<file path="src/rtl/ts_lru_pkg.sv">
// Shared types for the timestamp-LRU cache.
package ts_lru_pkg;
    // Registered response kind of one lookup
    typedef enum logic [1:0] {
        RESP_NONE = 2'd0,
        RESP_HIT  = 2'd1,
        RESP_MISS = 2'd2
    } resp_e;
endpackage

</file>
<file path="src/rtl/tag_match.sv">
// Parallel tag compare across all slots.
// Assumes tags are packed slot-major in tags_i; returns the lowest matching valid slot.
module tag_match #(
    parameter int NUM_SLOTS = 4,
    parameter int ADDR_W    = 16,
    localparam int IDX_W    = $clog2(NUM_SLOTS)
) (
    input  logic [NUM_SLOTS*ADDR_W-1:0] tags_i,
    input  logic [NUM_SLOTS-1:0]        valid_i,
    input  logic [ADDR_W-1:0]           addr_i,
    output logic                        hit_o,
    output logic [IDX_W-1:0]            idx_o
);
    // Priority scan for the first valid slot whose tag equals the address
    always_comb begin
        hit_o = 1'b0;
        idx_o = '0;
        for (int i = 0; i < NUM_SLOTS; i++) begin
            if (!hit_o && valid_i[i] && tags_i[i*ADDR_W +: ADDR_W] == addr_i) begin
                hit_o = 1'b1;
                idx_o = IDX_W'(i);
            end
        end
    end
endmodule

</file>
<file path="src/rtl/victim_select.sv">
// Chooses the slot to fill on a miss.
// Assumes stamps are packed slot-major; an invalid slot (lowest first) beats any valid one,
// otherwise the smallest stamp wins with ties going to the lower index.
module victim_select #(
    parameter int NUM_SLOTS = 4,
    parameter int STAMP_W   = 16,
    localparam int IDX_W    = $clog2(NUM_SLOTS)
) (
    input  logic [NUM_SLOTS-1:0]         valid_i,
    input  logic [NUM_SLOTS*STAMP_W-1:0] stamps_i,
    output logic [IDX_W-1:0]             idx_o
);
    logic               have_free;
    logic [IDX_W-1:0]   free_idx;
    logic [IDX_W-1:0]   old_idx;
    logic [STAMP_W-1:0] old_stamp;

    // Find the lowest-numbered empty slot
    always_comb begin
        have_free = 1'b0;
        free_idx  = '0;
        for (int i = 0; i < NUM_SLOTS; i++) begin
            if (!have_free && !valid_i[i]) begin
                have_free = 1'b1;
                free_idx  = IDX_W'(i);
            end
        end
    end

    // Linear minimum search over stamps, strict compare keeps the lower index on ties
    always_comb begin
        old_idx   = '0;
        old_stamp = stamps_i[0 +: STAMP_W];
        for (int i = 1; i < NUM_SLOTS; i++) begin
            if (stamps_i[i*STAMP_W +: STAMP_W] < old_stamp) begin
                old_stamp = stamps_i[i*STAMP_W +: STAMP_W];
                old_idx   = IDX_W'(i);
            end
        end
    end

    // Empty slot first, oldest slot otherwise
    always_comb idx_o = have_free ? free_idx : old_idx;
endmodule

</file>
<file path="src/rtl/access_clock.sv">
// Shared access counter that feeds the per-slot stamps.
// Assumes advance_i pulses once per accepted lookup; clear_i has priority.
module access_clock #(
    parameter int STAMP_W = 16
) (
    input  logic               clk,
    input  logic               rst_n,
    input  logic               clear_i,
    input  logic               advance_i,
    output logic [STAMP_W-1:0] next_o,
    output logic               wrap_o
);
    logic [STAMP_W-1:0] count_q;

    // Value the counter takes on this access, and whether it rolls over
    always_comb begin
        next_o = count_q + STAMP_W'(1);
        wrap_o = advance_i && (count_q == {STAMP_W{1'b1}});
    end

    // Counter register
    always_ff @(posedge clk) begin
        if (!rst_n)         count_q <= '0;
        else if (clear_i)   count_q <= '0;
        else if (advance_i) count_q <= next_o;
    end
endmodule

</file>
<file path="src/rtl/ts_lru_cache.sv">
// Fully-associative single-address-per-slot cache with timestamp LRU.
// Assumes NUM_SLOTS >= 2. One lookup per cycle; response registered one cycle later.
module ts_lru_cache
    import ts_lru_pkg::*;
#(
    parameter int NUM_SLOTS = 4,
    parameter int ADDR_W    = 16,
    parameter int STAMP_W   = 16,
    localparam int IDX_W    = $clog2(NUM_SLOTS)
) (
    input  logic                        clk,
    input  logic                        rst_n,
    input  logic                        flush,
    input  logic                        req_valid,
    input  logic [ADDR_W-1:0]           req_addr,
    output logic                        hit,
    output logic                        miss,
    output logic [IDX_W-1:0]            slot_idx,
    output logic [NUM_SLOTS*ADDR_W-1:0] tag_view,
    output logic [NUM_SLOTS-1:0]        valid_view
);
    logic [NUM_SLOTS*ADDR_W-1:0]  tag_q;
    logic [NUM_SLOTS*STAMP_W-1:0] stamp_q;
    logic [NUM_SLOTS-1:0]         valid_q;
    logic                         accept;
    logic                         lookup_hit;
    logic [IDX_W-1:0]             hit_idx;
    logic [IDX_W-1:0]             victim_idx;
    logic [IDX_W-1:0]             target_idx;
    logic [STAMP_W-1:0]           count_next;
    logic                         count_wrap;
    resp_e                        resp_q;
    logic [IDX_W-1:0]             slot_q;

    // A request is taken only when no flush competes with it
    always_comb accept = req_valid && !flush;

    tag_match #(.NUM_SLOTS(NUM_SLOTS), .ADDR_W(ADDR_W)) u_match (
        .tags_i  (tag_q),
        .valid_i (valid_q),
        .addr_i  (req_addr),
        .hit_o   (lookup_hit),
        .idx_o   (hit_idx)
    );

    victim_select #(.NUM_SLOTS(NUM_SLOTS), .STAMP_W(STAMP_W)) u_victim (
        .valid_i  (valid_q),
        .stamps_i (stamp_q),
        .idx_o    (victim_idx)
    );

    access_clock #(.STAMP_W(STAMP_W)) u_clock (
        .clk       (clk),
        .rst_n     (rst_n),
        .clear_i   (flush),
        .advance_i (accept),
        .next_o    (count_next),
        .wrap_o    (count_wrap)
    );

    // Slot touched by this request
    always_comb target_idx = lookup_hit ? hit_idx : victim_idx;

    // Slot state: tags, valid bits and recency stamps
    always_ff @(posedge clk) begin
        if (!rst_n) begin
            tag_q   <= '0;
            stamp_q <= '0;
            valid_q <= '0;
        end else if (flush) begin
            stamp_q <= '0;
            valid_q <= '0;
        end else if (accept) begin
            for (int i = 0; i < NUM_SLOTS; i++) begin
                if (count_wrap)
                    stamp_q[i*STAMP_W +: STAMP_W] <= '0;
                if (IDX_W'(i) == target_idx) begin
                    stamp_q[i*STAMP_W +: STAMP_W] <= count_next;
                    if (!lookup_hit) begin
                        tag_q[i*ADDR_W +: ADDR_W] <= req_addr;
                        valid_q[i]                <= 1'b1;
                    end
                end
            end
        end
    end

    // Registered response
    always_ff @(posedge clk) begin
        if (!rst_n) begin
            resp_q <= RESP_NONE;
            slot_q <= '0;
        end else begin
            resp_q <= !accept ? RESP_NONE : (lookup_hit ? RESP_HIT : RESP_MISS);
            if (accept) slot_q <= target_idx;
        end
    end

    // Output mapping
    always_comb begin
        hit        = (resp_q == RESP_HIT);
        miss       = (resp_q == RESP_MISS);
        slot_idx   = slot_q;
        tag_view   = tag_q;
        valid_view = valid_q;
    end
endmodule

</file>
<file path="config.mk">
export PLATFORM = sky130hd
export DESIGN_NAME = ts_lru_cache
export DESIGN_NICKNAME = d
export VERILOG_FILES = /design/src/rtl/ts_lru_pkg.sv /design/src/rtl/tag_match.sv /design/src/rtl/victim_select.sv /design/src/rtl/access_clock.sv /design/src/rtl/ts_lru_cache.sv
export SDC_FILE = /design/constraint.sdc
export NUM_CORES = 1
export LEC_CHECK = 0
export ABC_AREA = 1
export CAP_MARGIN = 40
export CORE_ASPECT_RATIO = 1.4
export CORE_MARGIN = 2
export CORE_UTILIZATION = 47
export CTS_CLUSTER_DIAMETER = 150
export DETAILED_ROUTE_END_ITERATION = 10
export HOLD_SLACK_MARGIN = 0.1
export PLACE_DENSITY = 0.75
export SLEW_MARGIN = 20
export SYNTH_ARGS = -nofsm -noshare
export SYNTH_HDL_FRONTEND = slang
export SYNTH_HIERARCHICAL = 1
export SYNTH_SLANG_ARGS = --single-unit
</file>
<file path="constraint.sdc">
create_clock -name clk -period 6.1 [get_ports clk]
set_input_delay 0.61 -clock clk [delete_from_list [all_inputs] [get_ports clk]]
set_output_delay 0.61 -clock clk [all_outputs]
set_load 0.005 [all_outputs]
</file>
==> results.json, run 1 <==
{
  "cts_tree": "yes",
  "synthTopCellsByArea": "dfxtp_1 35%, nand2_1 15%, a21oi_1 9.3%",
  "firstDrtPassIters": 5,
  "critPathCaptureType": "flop",
  "syn_area_per_cell_um2": 6.92,
  "fin_skew_ps": 13.7,
  "yosysTopAreaCell": "dfxtp_1",
  "synth_top_area_share_pct": 34.7,
  "power_switching_mw": 0.676,
  "fillers": 1836,
  "worstReg2RegStart": "stamp_q[11]",
  "rrSetupSlack_ps": 470,
  "grt_max_degree": 69,
  "cp-start-kind": "flop",
  "synth_top_family_by_area": "simple AND/OR/NAND/NOR gates",
  "grt_pass1_vias": 8142,
  "final_cell_mix": "354 x nand2_1, 163 x a21oi_1, 152 x dfxtp_1",
  "synth_seq_cells": 152,
  "vias_per_cell": 5.50,
  "die_area_um2": 19800,
  "pwr_density_cell_nw_per_um2": 229,
  "critPathLaunch": "stamp_q[11]",
  "insertion_delay_ps": 430,
  "worstMarginPinSlew_ps": 754,
  "dpl_cell_area_um2": 9750,
  "rows": 59,
  "outcome": "finished, final reports clean",
  "clockBufferDepth": 2,
  "worstSetupPathType": "reg -> reg",
  "grt.overflow.total": 0,
  "critPathCapture": "tag_view[34]",
  "wl_mm": 25.9,
  "cp.required_ps": 6450,
  "syn_to_final_growth_pct": 17.7,
  "fin_util_pct": 55.9,
  "combinationalPowerShare_pct": 13.7,
  "netlist_area_um2": 8770,
  "start_util_pct": 47.5,
  "cpPeakStageDelay_ps": 350,
  "die_h_um": 166,
  "final_cell_area_um2": 10300,
  "grt_pass1_wl_mm": 40.8,
  "finalSetupTns_ps": 0,
  "final_common_cell": "nand2_1",
  "switching_share_pct": 28.6,
  "intPower_mw": 1.69,
  "crit_slowest_cell": "o21ai_0",
  "track_usage_pct": 25.8,
  "relSlewSlack_pct": 49.8,
  "cp_data_arrival_time_ps": 5980,
  "cts_buffers": 17,
  "htree_num_levels": 4,
  "synth_cells": 1267,
  "synthSimpleGateAreaFrac_pct": 33.1,
  "vias": 8722,
  "slew_violations": 0,
  "syn_nets": 1333,
  "drive_above_1_share_pct": 9.38,
  "yosysWarnings": 6,
  "total_power_mw": 2.36,
  "min_period_ps": 5630,
  "antenna_found_initial": 0,
  "yosysSeqAreaShare_pct": 34.7,
  "gp_congestion": 0.910,
  "hold_class": "reg -> reg",
  "r2r-end": "tag_view[34]",
  "core_area_um2": 18500,
  "ant_nets": 0,
  "ios": 92,
  "synth-xor-area-share_pct": 2.48,
  "drc_errors": 0,
  "drv_cap": 0,
  "fin_nets": 1396,
  "root_buffer": "clkbuf_16",
  "layout_worst_path_cycle_share_pct": 92.3,
  "yosys-mux-area-fraction_pct": 0,
  "p_seq_share_pct": 43.0,
  "clk_pin_slew_ps": 60,
  "hold_viol_final": 0,
  "fmax_mhz": 178,
  "antenna_cells": 0,
  "synth_compound_area_share_pct": 14.5,
  "ir_worst_vdd_mv": 0.165,
  "synthAdderAreaFrac_pct": 6.56,
  "ys_types": 42,
  "cts_sinks": 152,
  "grt_setup_unrepaired": "false",
  "dieWidth_um": 119,
  "port_buffers": 91,
  "p_leak_nw": 3.94,
  "clockPowerShare_pct": 43.3,
  "reg2reg_depth": 25,
  "setup_viol": 0,
  "drtIter0Drc": 600,
  "wire_per_inst_um": 16.3,
  "crit_fanout": 32,
  "hpwl_mm": 18.3,
  "crit_path_frequent_cell": "a21oi_1"
}
## metrics by stage
stage	hold WS [ps]	worst slack, ps	cells
after floorplan	457	1400	1267
after global placement	454	408	1555
after detailed placement	464	235	1555
after CTS	476	160	1587
after global routing	499	43.3	1587
final	474	473	1587
## layer usage
layer	wire, µm	vias up	share of wire (%)	GRT usage [%]
met4	1480	0	5.7	15.1
met5	0	-	0	0
met2	13400	351	52	47.3
li1	-	4263	-	-
met3	1430	92	5.5	4.34
met1	9590	4016	37	27.4
## kinds of logic after synthesis
kind of cell	after synthesis
AO/OA/AOI/OAI	245
buffers and inverters	179
XOR/XNOR	24
AND/OR/NAND/NOR	621
adder cells (fa/ha/maj)	46
flip-flops	152
## cell type report
cell class / instances / area [µm²] / share of cell area [%]
sequential: 152 / 3040 / 29.5
multi-input combinational: 936 / 4980 / 48.3
clock inverter: 12 / 116 / 1.13
inverter: 127 / 480 / 4.65
clock buffer: 20 / 447 / 4.33
tap: 244 / 305 / 2.96
timing repair buffer: 96 / 948 / 9.19
## critical path: cells and delay by family, from the launching register on
family	cells	cell delay [ps]
AND/OR/NAND/NOR	9	1400
adder cells (fa/ha/maj)	3	960
AO/OA/AOI/OAI	10	2260
flip-flops	1	340
buffers and inverters	3	550
## cells in the mapped netlist, drive strengths merged
| master | count |
|---|---|
| inv | 126 |
| a211oi | 3 |
| nor3 | 6 |
| nand4 | 6 |
| clkbuf | 21 |
| a31oi | 1 |
| nand2 | 380 |
| a21oi | 164 |
| a2111oi | 1 |
| and2 | 1 |
| a21boi | 2 |
| o21ai | 71 |
| nand3 | 149 |
| xor2 | 18 |
| buf | 31 |
| or2 | 3 |
| o211ai | 1 |
| xnor2 | 6 |
| clkinv | 1 |
| ha | 46 |
| nor2 | 76 |
| o21a | 1 |
| o221a | 1 |
| dfxtp | 152 |
## power by group through the flow
stage / Combinational [mW] / Clock (mW) / Sequential, mW
2_1_floorplan: 0.210 / 0 / 1.03
3_5_place_dp: 0.314 / 0 / 1.04
6_report: 0.323 / 1.02 / 1.01
5_1_grt: 0.357 / 1.08 / 1.02
3_3_place_gp: 0.307 / 0 / 1.04
4_1_cts: 0.316 / 1.03 / 1.01
## worst min path at each step
stage | cells past startpoint | slack, ps | startpoint | to
2_1_floorplan | 2 | 460 | stamp_q[10] | stamp_q[10]
3_3_place_gp | 2 | 450 | slot_idx[0] | slot_idx[0]
3_5_place_dp | 2 | 460 | slot_idx[0] | slot_idx[0]
4_1_cts | 2 | 480 | slot_idx[0] | slot_idx[0]
5_1_grt | 2 | 500 | slot_idx[0] | slot_idx[0]
6_report | 2 | 470 | slot_idx[0] | slot_idx[0]
## registers in the layout, indices dropped and copies added (netlist names)
name / flops
tag_view: 64
slot_idx: 2
valid_view: 4
resp_q: 2
stamp_q: 64
u_clock/count_q: 16
## what timing repair did
| action | CTS | global route |
|---|---|---|
| setup buffers | 0 | 0 |
| hold buffers | 0 | 0 |
| setup endpoints to repair | 0 | 131 |
| gates resized for setup | 0 | 7 |
Note: power is estimated with default switching activity, not from simulation.
==> run 2: changes to the inputs <==
- GPL_ROUTABILITY_DRIVEN: not set -> 0
- RECOVER_POWER: not set -> 100
==> run 2 against run 1 <==
Net effect:
- power rose by 5.1%
- sequential power about the same
- combinational power fell by 2%
- non-clock buffer count is the same
- critical endpoint is now tag_view[14]
- highest routed layer unchanged
==> results.json, run 2 (synthesis gave the netlist of run 1 again) <==
{
  "intPower_mw": 1.77,
  "antenna_cells": 0,
  "cp.required_ps": 6460,
  "layout_worst_path_cycle_share_pct": 93.2,
  "p_seq_share_pct": 40.9,
  "min_period_ps": 5690,
  "hold_path_depth": 2,
  "setup_viol": 0,
  "port_buffers": 91,
  "switching_share_pct": 28.7,
  "core_area_um2": 18500,
  "crit_slowest_cell": "nand2_1",
  "finalSetupTns_ps": 0,
  "final_common_cell": "nand2_1",
  "cts_sinks": 152,
  "fin_hold_ws_ps": 479,
  "relSlewSlack_pct": 35.3,
  "syn_to_final_growth_pct": 17.9,
  "cpPeakStageDelay_ps": 460,
  "antenna_found_initial": 0,
  "worstSetupPathType": "reg -> reg",
  "pwr_density_cell_nw_per_um2": 240,
  "firstDrtPassIters": 5,
  "dieWidth_um": 119,
  "drive_above_1_share_pct": 9.08,
  "worstReg2RegStart": "stamp_q[15]",
  "hpwl_mm": 18.2,
  "cts_tree": "yes",
  "rrSetupSlack_ps": 410,
  "r2r-end": "tag_view[14]",
  "drtIter0Drc": 565,
  "p_leak_nw": 4.19,
  "crit_path_frequent_cell": "a21oi_1",
  "insertion_delay_ps": 440,
  "ios": 92,
  "vias_per_cell": 5.48,
  "fin_nets": 1396,
  "die_area_um2": 19800,
  "htree_num_levels": 4,
  "clk_pin_slew_ps": 70,
  "min_from": "stamp_q[9]",
  "ir_worst_vdd_mv": 0.143,
  "wire_per_inst_um": 16.3,
  "path_delay_family": "compound AO/OA/AOI/OAI gates",
  "start_util_pct": 47.5,
  "hold_class": "reg -> reg",
  "grt_max_degree": 69,
  "track_usage_pct": 25.9,
  "critPathCaptureType": "flop",
  "grt_pass1_wl_mm": 40.9,
  "clockPowerShare_pct": 46.4,
  "vias": 8698,
  "combinationalPowerShare_pct": 12.7,
  "rows": 59,
  "cp-start-kind": "flop",
  "fmax_mhz": 176,
  "crit_fanout": 32,
  "crit_buf_inv": 2,
  "die_h_um": 166,
  "grt_setup_unrepaired": "false",
  "hold_viol_final": 0,
  "clockBufferDepth": 2,
  "worstHoldEndpoint": "stamp_q[9]",
  "final_cell_mix": "357 x nand2_1, 163 x a21oi_1, 152 x dfxtp_1",
  "fin_util_pct": 56.0,
  "cts_setup_buffers": 0,
  "grt.overflow.total": 0,
  "outcome": "finished, final reports clean",
  "reg2reg_depth": 25,
  "drv_cap": 0,
  "slew_violations": 0,
  "grt_pass1_vias": 8185,
  "cp_data_arrival_time_ps": 6040,
  "drc_errors": 0,
  "ant_nets": 0,
  "fin_skew_ps": 13.1,
  "worstMarginPinSlew_ps": 970,
  "cts_buffers": 17,
  "wl_mm": 25.9,
  "root_buffer": "clkbuf_16",
  "power_switching_mw": 0.713
}
run 2: area by class of cell:
cell class / count / area, µm²
Fill cell: 1776 / 8110
Inverter: 127 / 479
Multi-Input combinational cell: 936 / 4940
Tap cell: 244 / 305
Clock inverter: 15 / 206
Timing Repair Buffer: 96 / 946
Clock buffer: 17 / 425
Sequential cell: 152 / 3040
run 2: per-layer routing:
metal / share of wire, % / global-route usage (%)
met1: 37 / 27.9
met2: 51 / 46.1
met3: 5.5 / 4.99
met4: 6.1 / 16.1
met5: 0 / 0
run 2: worst reg2reg max path: stages, from the launching register on:
cell,delay [ps]
dfxtp_1,330
inv_1,60
ha_1,320
a21oi_1,140
o21ai_1,110
nor2_2,220
nand2_4,190
clkbuf_2,220
o21ai_0,350
ha_1,330
a21oi_1,150
o221a_2,260
nand2_4,200
o21ai_0,280
ha_1,290
a21oi_1,180
nor2_1,60
a2111oi_0,360
nand2_1,140
a21oi_1,290
nand2_4,110
nand2_8,160
nor2_8,110
nand2_1,470
nand2_1,110
a21oi_1,150
run 2: per-stage QoR:
stage / total power [mW] / cell area [µm²] / instances / worst slack [ps]
after floorplan: 1.24 / 8770 / 1267 / 1400
after global placement: 1.34 / 9750 / 1555 / 390
after detailed placement: 1.35 / 9750 / 1555 / 279
after CTS: 2.49 / 10400 / 1587 / 166
after global routing: 2.57 / 10300 / 1587 / 72.1
final: 2.48 / 10300 / 1587 / 412
run 2: power groups by stage:
| stage | clock, mW | sequential (mW) | combinational, mW |
|---|---|---|---|
| final | 1.15 | 1.01 | 0.316 |
| after global routing | 1.20 | 1.02 | 0.351 |
| after CTS | 1.16 | 1.01 | 0.315 |
| after detailed placement | 0 | 1.04 | 0.312 |
| after global placement | 0 | 1.04 | 0.308 |
| after floorplan | 0 | 1.03 | 0.210 |
run 2: repair_timing:
action                     4_1_cts  5_1_grt
setup endpoints to repair        0      127
gates resized for setup          0        8
hold buffers                     0        0
run 2: worst max path at each step:
stage / from / endpoint / slack, ps / depth (start not counted)
finish: stamp_q[15] / tag_view[14] / 410 / 25
CTS: stamp_q[15] / tag_view[47] / 170 / 26
global route: stamp_q[9] / tag_view[47] / 70 / 29
floorplan: stamp_q[9] / tag_view[53] / 1400 / 32
global placement: stamp_q[15] / tag_view[44] / 390 / 26
detailed placement: stamp_q[15] / tag_view[37] / 280 / 26
==> run 3: changes to the inputs <==
- CORE_MARGIN: 2 -> not set
==> run 3 against run 2 <==
Net effect:
- non-clock buffer count decreased by 1
- combinational power about the same
- cell count shrank 0.32%
- critical path depth grew 5
- worst hold slack worse by 1.1 ps
- sequential cell count unchanged
- final area decreased by 0.53%
- first-iteration DRC count is 5.8% higher
- register-to-register slack better by 110 ps
- clock skew is 0.81 ps lower
==> results.json, run 3 (synthesis gave the netlist of run 1 again) <==
{
  "outcome": "finished, final reports clean",
  "antenna_cells": 0,
  "clockPowerShare_pct": 43.6,
  "ant_nets": 0,
  "drv_cap": 0,
  "die_area_um2": 19200,
  "wl_mm": 25.6,
  "fmax_mhz": 179,
  "cp_data_arrival_time_ps": 5920,
  "finalSetupTns_ps": 0,
  "hold_viol_final": 0,
  "final_common_cell": "nand2_1",
  "core_area_um2": 18100,
  "worstReg2RegStart": "stamp_q[15]",
  "cp-start-kind": "flop",
  "relSlewSlack_pct": 50.1,
  "cts_sinks": 152,
  "fin_hold_ws_ps": 478,
  "crit_buf_inv": 3,
  "cts_setup_buffers": 0,
  "drc_errors": 0,
  "final_cell_mix": "356 x nand2_1, 163 x a21oi_1, 152 x dfxtp_1",
  "vias": 8635,
  "grt_pass1_wl_mm": 40.7,
  "fin_skew_ps": 12.2,
  "htree_num_levels": 4,
  "vias_per_cell": 5.46,
  "cts_tree": "yes",
  "worstSetupPathType": "reg -> reg",
  "switching_share_pct": 28.9,
  "clockBufferDepth": 2,
  "wire_per_inst_um": 16.2,
  "intPower_mw": 1.68,
  "insertion_delay_ps": 430,
  "ir_worst_vdd_mv": 0.162,
  "critPathCaptureType": "flop",
  "path_delay_family": "simple AND/OR/NAND/NOR gates",
  "fin_nets": 1395,
  "drive_above_1_share_pct": 9.17,
  "crit_slowest_cell": "nor2_4",
  "hold_class": "reg -> reg",
  "clk_pin_slew_ps": 60,
  "setup_viol": 0,
  "syn_to_final_growth_pct": 17.3,
  "ios": 92,
  "antenna_found_initial": 0,
  "dpl_cell_area_um2": 9740,
  "track_usage_pct": 26.9,
  "grt_pass1_vias": 8121,
  "firstDrtPassIters": 5,
  "worstHoldEndpoint": "slot_idx[0]",
  "drtIter0Drc": 598,
  "cpPeakStageDelay_ps": 450,
  "grt_max_degree": 69,
  "min_period_ps": 5580,
  "cp.required_ps": 6450,
  "r2r-end": "stamp_q[58]",
  "hpwl_mm": 18.1,
  "combinationalPowerShare_pct": 13.4,
  "min_from": "slot_idx[0]",
  "grt.overflow.total": 0,
  "p_seq_share_pct": 43.0,
  "grt_setup_unrepaired": "false",
  "slew_violations": 0,
  "hold_path_depth": 2,
  "start_util_pct": 48.4,
  "p_leak_nw": 4.15,
  "layout_worst_path_cycle_share_pct": 91.4,
  "dieWidth_um": 117,
  "fillers": 1721,
  "rows": 58,
  "reg2reg_depth": 30,
  "crit_fanout": 32,
  "root_buffer": "clkbuf_16",
  "port_buffers": 91,
  "pwr_density_cell_nw_per_um2": 229,
  "rrSetupSlack_ps": 520,
  "worstMarginPinSlew_ps": 748,
  "cts_buffers": 17,
  "die_h_um": 164,
  "final_cell_area_um2": 10300,
  "critPathLaunch": "stamp_q[15]",
  "power_switching_mw": 0.682,
  "crit_path_frequent_cell": "nand2_1"
}
run 3: changes by cell type in the layout (fill, tap and decap cells not counted), moves of 2 or more:
cell        previous run  this run
inv_4                  1         3
bufinv_16              3         1
inv_8                  5         2
clkinvlp_4             1         4
o21ai_1               18        16
nand2_4                5         8
nand2_2               16        14
run 3: worst register-to-register path: cells and delay by family (launching register included):
kind / cells / cell delay [ps]
adders and majority gates: 3 / 940
AOI/OAI and AO/OA: 8 / 1900
buffers and inverters: 3 / 350
and+or+nand+nor: 16 / 2000
DFF: 1 / 330
run 3: cell type report:
type | count | area, µm² | share of cell area [%]
Clock buffer | 18 | 429 | 4.17
Clock inverter | 14 | 140 | 1.36
Inverter | 127 | 484 | 4.71
Multi-Input combinational cell | 936 | 4950 | 48.1
Sequential cell | 152 | 3040 | 29.6
Tap cell | 240 | 300 | 2.92
Timing Repair Buffer | 95 | 941 | 9.15
run 3: metal layers:
layer	GRT usage (%)	vias to the layer above	wire length, µm
met4	19.6	0	1710
met5	0	-	0
met3	4.75	106	1430
met1	27.6	3968	9680
met2	49.1	306	12800
li1	-	4255	-
run 3: timing repair:
action	4_1_cts	5_1_grt
setup endpoints to repair	0	132
gates resized for setup	0	12
hold buffers	0	0
run 3: power by group through the flow:
stage          sequential, mW  clock, mW  combinational, mW
6_report                 1.01       1.03              0.315
5_1_grt                  1.02       1.08              0.350
4_1_cts                  1.01       1.04              0.315
3_5_place_dp             1.04          0              0.313
3_3_place_gp             1.04          0              0.307
2_1_floorplan            1.03          0              0.210
run 3: through the flow:
step	total power, mW	setup slack [ps]	utilization [%]	instances
finish	2.36	522	56.7	1582
detailed placement	1.35	238	53.7	1550
CTS	2.37	162	56.8	1582
floorplan	1.24	1400	-	1267
global route	2.45	21.2	56.7	1582
global placement	1.34	371	53.7	1550
run 3: worst max-delay path by stage:
stage | to | depth (start not counted)
after floorplan | tag_view[53] | 32
after global placement | tag_view[50] | 26
after detailed placement | tag_view[56] | 26
after CTS | tag_view[56] | 26
after global routing | tag_view[62] | 32
final | stamp_q[58] | 30
